$ cat config.mk
export PLATFORM = sky130hd
export DESIGN_NAME = hsat_addsub
export DESIGN_NICKNAME = d
export VERILOG_FILES = /design/src/rtl/hsat_pkg.sv /design/src/rtl/hsat_decode.sv /design/src/rtl/hsat_lane.sv /design/src/rtl/hsat_datapath.sv /design/src/rtl/hsat_addsub.sv
export SDC_FILE = /design/constraint.sdc
export NUM_CORES = 1
export LEC_CHECK = 0
export CORE_MARGIN = 3
export CORE_UTILIZATION = 49
export CTS_CLUSTER_DIAMETER = 150
export DETAILED_ROUTE_END_ITERATION = 6
export PLACE_DENSITY = 0.83
export SLEW_MARGIN = 10
export SYNTH_ARGS = -nofsm -noshare
export SYNTH_HDL_FRONTEND = slang
export SYNTH_SLANG_ARGS = --single-unit
$ cat constraint.sdc
create_clock -name clk_i -period 0.95 [get_ports clk_i]
set_input_delay 0.095 -clock clk_i [delete_from_list [all_inputs] [get_ports clk_i]]
set_output_delay 0.095 -clock clk_i [all_outputs]
set_load 0.1 [all_outputs]
$ cat src/rtl/hsat_pkg.sv
package hsat_pkg;
  localparam int WORD_W    = 32;
  localparam int LANE_W    = WORD_W / 2;
  localparam int NUM_LANES = WORD_W / LANE_W;
  localparam int IDX_W     = 4;
  localparam int OP_W      = 3;
  localparam int COND_W    = 4;
  // field positions fixed by the instruction encoding
  localparam int COND_LSB  = 28;
  localparam int RN_LSB    = 16;
  localparam int RD_LSB    = 12;
  localparam int OP_LSB    = 5;
  localparam int RM_LSB    = 0;
  localparam logic [COND_W-1:0] COND_ALWAYS = 4'hE;

  typedef struct packed {
    logic [COND_W-1:0] cond;
    logic [IDX_W-1:0]  rn;
    logic [IDX_W-1:0]  rd;
    logic [IDX_W-1:0]  rm;
    logic [OP_W-1:0]   op;
  } dec_t;
endpackage

$ cat src/rtl/hsat_decode.sv
module hsat_decode
  import hsat_pkg::*;
(
  input  logic [WORD_W-1:0] instr_i,
  output dec_t              dec_o
);
  always_comb begin
    dec_o.cond = instr_i[COND_LSB +: COND_W];
    dec_o.rn   = instr_i[RN_LSB   +: IDX_W];
    dec_o.rd   = instr_i[RD_LSB   +: IDX_W];
    dec_o.rm   = instr_i[RM_LSB   +: IDX_W];
    dec_o.op   = instr_i[OP_LSB   +: OP_W];
  end
endmodule

$ cat src/rtl/hsat_lane.sv
module hsat_lane #(
  parameter int W = 16
) (
  input  logic [W-1:0] a_i,
  input  logic [W-1:0] b_i,
  input  logic         sub_i,
  output logic [W-1:0] res_o
);
  logic [W:0] a_x, b_x, sum;
  logic       ovf;

  always_comb begin
    a_x = {a_i[W-1], a_i};
    b_x = {b_i[W-1], b_i};
    sum = sub_i ? (a_x - b_x) : (a_x + b_x);
    ovf = sum[W] ^ sum[W-1];
    // clamp toward the sign of the exact W+1 bit result
    res_o = ovf ? {sum[W], {(W-1){~sum[W]}}} : sum[W-1:0];
  end

  always_comb begin
    if (!sub_i && !a_i[W-1] && !b_i[W-1])
      a_r5_pos_sum_nonneg: assert (!res_o[W-1]);
    if (!sub_i && a_i[W-1] && b_i[W-1])
      a_r5_neg_sum_neg: assert (res_o[W-1]);
  end
endmodule

$ cat src/rtl/hsat_datapath.sv
module hsat_datapath
  import hsat_pkg::*;
(
  input  logic [WORD_W-1:0] n_i,
  input  logic [WORD_W-1:0] m_i,
  input  logic [OP_W-1:0]   op_i,
  output logic              op_ok_o,
  output logic [WORD_W-1:0] res_o
);
  logic              xchg;
  logic [WORD_W-1:0] lane_res;

  assign op_ok_o = (op_i < OP_W'(4));
  // codes 1 and 2 take the second operand's halves swapped
  assign xchg    = op_i[0] ^ op_i[1];

  for (genvar g = 0; g < NUM_LANES; g++) begin : g_lane
    localparam int SRC_A = g;
    logic [LANE_W-1:0] b_sel;
    assign b_sel = xchg ? m_i[(NUM_LANES-1-g)*LANE_W +: LANE_W]
                        : m_i[g*LANE_W +: LANE_W];
    hsat_lane #(.W(LANE_W)) u_lane (
      .a_i   (n_i[SRC_A*LANE_W +: LANE_W]),
      .b_i   (b_sel),
      .sub_i (op_i[g]),
      .res_o (lane_res[g*LANE_W +: LANE_W])
    );
  end

  assign res_o = op_ok_o ? lane_res : '0;
endmodule

$ cat src/rtl/hsat_addsub.sv
module hsat_addsub
  import hsat_pkg::*;
(
  input  logic              clk_i,
  input  logic              rst_ni,
  input  logic              valid_i,
  input  logic [31:0]       instr_i,
  input  logic              cond_pass_i,
  input  logic [31:0]       rn_data_i,
  input  logic [31:0]       rm_data_i,
  output logic [3:0]        rn_idx_o,
  output logic [3:0]        rm_idx_o,
  output logic              valid_o,
  output logic              wr_en_o,
  output logic [3:0]        rd_idx_o,
  output logic [31:0]       result_o
);
  dec_t              dec;
  logic              op_ok;
  logic              exec;
  logic [WORD_W-1:0] dp_res;

  hsat_decode u_dec (
    .instr_i (instr_i),
    .dec_o   (dec)
  );

  hsat_datapath u_dp (
    .n_i     (rn_data_i),
    .m_i     (rm_data_i),
    .op_i    (dec.op),
    .op_ok_o (op_ok),
    .res_o   (dp_res)
  );

  assign rn_idx_o = dec.rn;
  assign rm_idx_o = dec.rm;
  assign exec     = op_ok && ((dec.cond == COND_ALWAYS) || cond_pass_i);

  always_ff @(posedge clk_i or negedge rst_ni) begin
    if (!rst_ni) begin
      valid_o  <= 1'b0;
      wr_en_o  <= 1'b0;
      rd_idx_o <= '0;
      result_o <= '0;
    end else begin
      valid_o <= valid_i;
      wr_en_o <= valid_i && exec;
      if (valid_i) begin
        rd_idx_o <= dec.rd;
        result_o <= dp_res;
      end
    end
  end

  a_r7_always_writes: assert property (@(posedge clk_i) disable iff (!rst_ni)
    valid_i && instr_i[31:28] == 4'hE && instr_i[7:5] < 3'd4 |=> wr_en_o);
  a_r7_fail_no_write: assert property (@(posedge clk_i) disable iff (!rst_ni)
    valid_i && instr_i[31:28] != 4'hE && !cond_pass_i |=> !wr_en_o);
  a_r8_bad_op_zero: assert property (@(posedge clk_i) disable iff (!rst_ni)
    valid_i && instr_i[7:5] >= 3'd4 |=> !wr_en_o && result_o == '0);
  a_r9_idle_no_out: assert property (@(posedge clk_i) disable iff (!rst_ni)
    !valid_i |=> !valid_o && !wr_en_o && $stable(result_o) && $stable(rd_idx_o));
  a_r9_rd_capture: assert property (@(posedge clk_i) disable iff (!rst_ni)
    valid_i |=> valid_o && rd_idx_o == $past(instr_i[15:12]));
  a_r9_wr_implies_valid: assert property (@(posedge clk_i) disable iff (!rst_ni)
    wr_en_o |-> valid_o);
endmodule

==> results of run 1 <==
-- timing repair --
item	in CTS
hold endpoints to repair	38
pin swaps	58
setup endpoints to repair	75
cloned	3
gates resized for setup	126
hold buffers	1
buffers inserted	36
-- per-layer routing --
metal | overflow | GRT usage [%]
met5 | 3 | 44.8
met4 | 225 | 110
met3 | 9 | 75.9
met2 | 553 | 121
met1 | 8 | 89.2
-- cells by family after synthesis --
logic type | count (synthesis)
buffers and inverters | 88
adders and majority gates | 53
xor gates and xnor gates | 46
muxes | 39
and+or+nand+nor | 185
AOI/OAI and AO/OA | 179
DFF | 38
-- stage by stage --
step                area, µm²  setup TNS [ns]  utilization (%)
floorplan                5220         -101.93                -
global placement         7940         -113.98             83.9
detailed placement       7940         -118.99             83.9
CTS                      8870          -93.13             93.8
==> results_dict.tcl, run 1 <==
set metrics [dict create \
    status "did not finish" \
    haltStage "global routing" \
    error_message "[ERROR GRT-0232] Routing congestion too high. Check the congestion heatmap in the GUI." \
    ys_seq_elements 38 \
    detailedPlace.worstSlack_ns -3.74 \
    synth-compound-area-share_pct 25.0 \
    async_reset_ff_share_pct 100 \
    cts_num_sinks 38 \
    yosys_warnings 0 \
    synthAdderAreaFrac_pct 13.1 \
    synthFlopType "dfrtp_1" \
    start_util_pct 51.7 \
    io_pins 146 \
    syn_inst 628 \
    rows 35 \
    synth_edf_count 0 \
    yosys-top-cells-area "dfrtp_1, ha_1, mux2i_1" \
    synth_most_common_cell "nor2_1" \
    root_buffer "clkbuf_8" \
    synth.area.mux_share_pct 8.17 \
    syn_area_um2 4890 \
    die_y_um 106 \
    synth.distinct_cells 57 \
    synth_xor_area_share_pct 8.40 \
    worst_endpoint_kind "sequential cell input" \
    worst_endpoint "result_o[4]$_DFFE_PN0P_/D" \
    grt_max_degree 42 \
    globalRouteTotalUtil_pct 97.3 \
    place_inst 994 \
    yosys.area.top_type "dfrtp_1" \
    avgSynthCellArea_um2 7.78 \
    yosysSeqAreaShare_pct 19.5 \
    dp_hpwl_mm 14.7 \
    synthTopCellsByCount "nor2_1, a21oi_1, nand2_1, dfrtp_1, inv_1" \
    die_w_um 106 \
    synth_top_area_share_pct 19.5 \
    io_buffers 116 \
    cts_buffer_depth 2 \
    cts-buffers-inserted 5 \
    synth-simple-area-share_pct 18.4 \
    synth_top_family_by_area "compound AO/OA/AOI/OAI gates" \
    ctsHtreeMaxLevel 2 \
    gp_congestion 0.959 \
    syn-num-nets 766 \
    overflow 798 \
]
==> run 2: changes to the inputs <==
--- a/config.mk
+++ b/config.mk
@@ -6,10 +6,9 @@
 export NUM_CORES = 1
 export LEC_CHECK = 0
 export CORE_MARGIN = 3
-export CORE_UTILIZATION = 49
-export CTS_CLUSTER_DIAMETER = 150
+export CORE_UTILIZATION = 40
 export DETAILED_ROUTE_END_ITERATION = 6
-export PLACE_DENSITY = 0.83
+export PLACE_DENSITY_LB_ADDON = 0.15
 export SLEW_MARGIN = 10
 export SYNTH_ARGS = -nofsm -noshare
 export SYNTH_HDL_FRONTEND = slang
==> run 2 against run 1 <==
The flow now finishes, with violations (negative setup slack). Synthesized cell count unchanged. Area after synthesis unchanged.
==> results_dict.tcl, run 2 <==
set metrics [dict create \
    cp.required_ns 1.16 \
    dp_hpwl_mm 13.8 \
    drive_gt1_share_pct 47.5 \
    syn_inst 628 \
    post-route-period-util_pct 411 \
    rr_endpoint "rd_idx_o[1]$_DFFE_PN0P_" \
    cts_num_sinks 38 \
    cts_tree "done" \
    via_per_inst 5.85 \
    io_pins 146 \
    yosys_warnings 0 \
    place_area_um2 7920 \
    final_hold_viol_count 0 \
    synth-compound-area-share_pct 25.0 \
    die_y_um 117 \
    clock_latency_ns 0.29 \
    crit_path_top_delay_cell "or3_4" \
    postRouteAntennaNets 0 \
    io_buffers 116 \
    max_freq_ghz 0.256 \
    overflow 0 \
    synth_top_family_by_area "compound AO/OA/AOI/OAI gates" \
    ctsHtreeMaxLevel 2 \
    post-route-util_pct 77.9 \
    final-max-slew-violation-count 0 \
    ys_seq_elements 38 \
    drc 0 \
    synth_xor_area_share_pct 8.40 \
    path_cells "buf_12 > xnor2_4 > buf_6 > mux2i_4 > ha_4 > inv_2 > a2111oi_4 > a311o_1 > o221ai_2 > ha_4 > nand3_4 > or2_4 > o31a_1 > o21ai_2 > a211oi_2 > xnor2_2 > ha_4 > nand2b_4 > or3_4 > o221ai_2" \
    synth_edf_count 0 \
    synth_most_common_cell "nor2_1" \
    avgRoutedWirePerCell_um 19.7 \
    crit_type "input pin to flip-flop" \
    dieArea_um2 13600 \
    p_leak_nw 3.96 \
    gp_congestion 0.996 \
    cts-buffers-inserted 5 \
    setup_tns_ns -89.16 \
    crit_buf_inv 3 \
    period_needed_ns 3.91 \
    setup_viol 70 \
    antenna_found_initial 0 \
    syn_area_um2 4890 \
    yosys.area.top_type "dfrtp_1" \
    synthFlopType "dfrtp_1" \
    place_inst 1004 \
    crit_family "compound AO/OA/AOI/OAI gates" \
    path_clk_slew_ns 0.06 \
    r2r_setup_slack_ns 0.06 \
    async_reset_ff_share_pct 100 \
    antenna_cells 0 \
    final_area_um2 9080 \
    root_buffer "clkbuf_16" \
    ir_drop_mv 1.25 \
    cp-startpoint "instr_i[6]" \
    worstPathArrival_ns 4.12 \
    endpoint "result_o[4]$_DFFE_PN0P_" \
    final_cells 1045 \
    crit_cells 20 \
    synth.distinct_cells 57 \
    reg2reg_depth 1 \
    synth-simple-area-share_pct 18.4 \
    die_w_um 117 \
    grt_pass1_vias 5833 \
    tightest_slew_ns 0.600 \
    finClkSkew_ns 0 \
    end_kind "flip-flop" \
    maxSlewHeadroom_pct 59.6 \
    largest_register "result_o" \
    start_kind "input pin" \
    cp_slowest_stage_delay_ns 0.34 \
    synthTopCellsByCount "nor2_1, a21oi_1, nand2_1, dfrtp_1, inv_1" \
    powerDensity_nw_per_um2 2000 \
    synth_top_area_share_pct 19.5 \
    start_util_pct 41.9 \
    rsz0062_at_grt "true" \
    yosys-top-cells-area "dfrtp_1, ha_1, mux2i_1" \
    drt_iter0_markers 560 \
    synth.area.mux_share_pct 8.17 \
    via_count 6112 \
    syn-num-nets 766 \
    maxCapViolations 0 \
    avgSynthCellArea_um2 7.78 \
    top_regs "result_o x32, rd_idx_o x4" \
    grt_max_degree 39 \
    min_path_type "input pin to output port" \
    rows 39 \
    core_um2 11700 \
    globalRouteTotalUtil_pct 27.1 \
    yosysSeqAreaShare_pct 19.5 \
    status "finished with violations" \
    wirelength_mm 20.5 \
    layout.nets 1039 \
    grt_pass1_wl_mm 29.4 \
    setup_slack_ns -2.96 \
    violations "negative setup slack" \
    most-common-layout-cells "buf_4, clkdlybuf4s50_1, nor2_1" \
    cts_buffer_depth 2 \
    worst_path_most_repeated_cell "ha_4" \
    synthAdderAreaFrac_pct 13.1 \
    cp_max_fo 4 \
    area_delta_synth_final_pct 85.9 \
    final_common_cell "buf_4" \
    worstReg2RegStart "rd_idx_o[1]$_DFFE_PN0P_" \
    largest_reg_flops 32 \
    firstDrtPassIters 5 \
]
## run 2: cell counts after synthesis
Identical to the previous run, type by type.
## run 2: area by class of cell
type | count | area, µm²
repair buffers | 317 | 3210
well taps | 143 | 179
clock buffers | 7 | 143
flip-flops and latches | 38 | 1010
inverters | 37 | 139
clock inverters | 1 | 5.00
fillers | 778 | 2580
multi-input cells | 502 | 4400
## run 2: how the worst min path moves through the flow
stage	end	slack, ns	cells past startpoint	startpoint
2_1_floorplan	result_o[0]$_DFFE_PN0P_	-0.20	0	rst_ni
3_3_place_gp	result_o[2]$_DFFE_PN0P_	0.08	2	rst_ni
3_5_place_dp	result_o[2]$_DFFE_PN0P_	0.08	2	rst_ni
4_1_cts	rm_idx_o[0]	0.19	0	instr_i[0]
5_1_grt	rm_idx_o[3]	0.19	0	instr_i[3]
6_report	rn_idx_o[3]	0.19	0	instr_i[19]
## run 2: what timing repair did
| item | in CTS | in global routing |
|---|---|---|
| hold buffers | 1 | 0 |
| cloned | 2 | 2 |
| pin swaps | 34 | 68 |
| setup endpoints to repair | 75 | 71 |
| gates resized for setup | 80 | 115 |
| setup buffers | 17 | 15 |
| hold endpoints to repair | 38 | 0 |
## run 2: stage by stage
| stage | setup WS [ns] | power, mW | hold slack [ns] |
|---|---|---|---|
| finish | -2.96 | 18.2 | 0.190 |
| global route | -3.06 | 18.9 | 0.190 |
| CTS | -2.96 | 17.1 | 0.191 |
| detailed placement | -3.87 | 14.7 | 0.0810 |
| global placement | -3.73 | 14.5 | 0.0775 |
| floorplan | -3.36 | 10.0 | -0.201 |
## run 2: layer usage
| layer | GRT usage, % | up-vias | share of wire, % |
|---|---|---|---|
| li1 | - | 2835 | - |
| met1 | 35.9 | 2978 | 42 |
| met2 | 46.9 | 257 | 50 |
| met3 | 3.26 | 42 | 6.2 |
| met4 | 7.26 | 0 | 2.2 |
| met5 | 0 | - | 0 |
## run 2: logic make-up (layout without fill, tap and decap cells)
| group | Yosys count | after routing |
|---|---|---|
| AOI/OAI and AO/OA | 179 | 179 |
| xor gates and xnor gates | 46 | 46 |
| adders and majority gates | 53 | 53 |
| buffers and inverters | 88 | 362 |
| DFF | 38 | 38 |
| muxes | 39 | 39 |
| and+or+nand+nor | 185 | 185 |
## run 2: report_power, final
group | leakage (nW) | switching [mW] | internal (mW)
combinational | 3.44 | 7.71 | 5.91
clock | 0.0739 | 0.745 | 1.04
sequential | 0.440 | 0.563 | 2.23
total | 3.96 | 9.02 | 9.18
No activity file was read; power rests on OpenSTA's default activity.
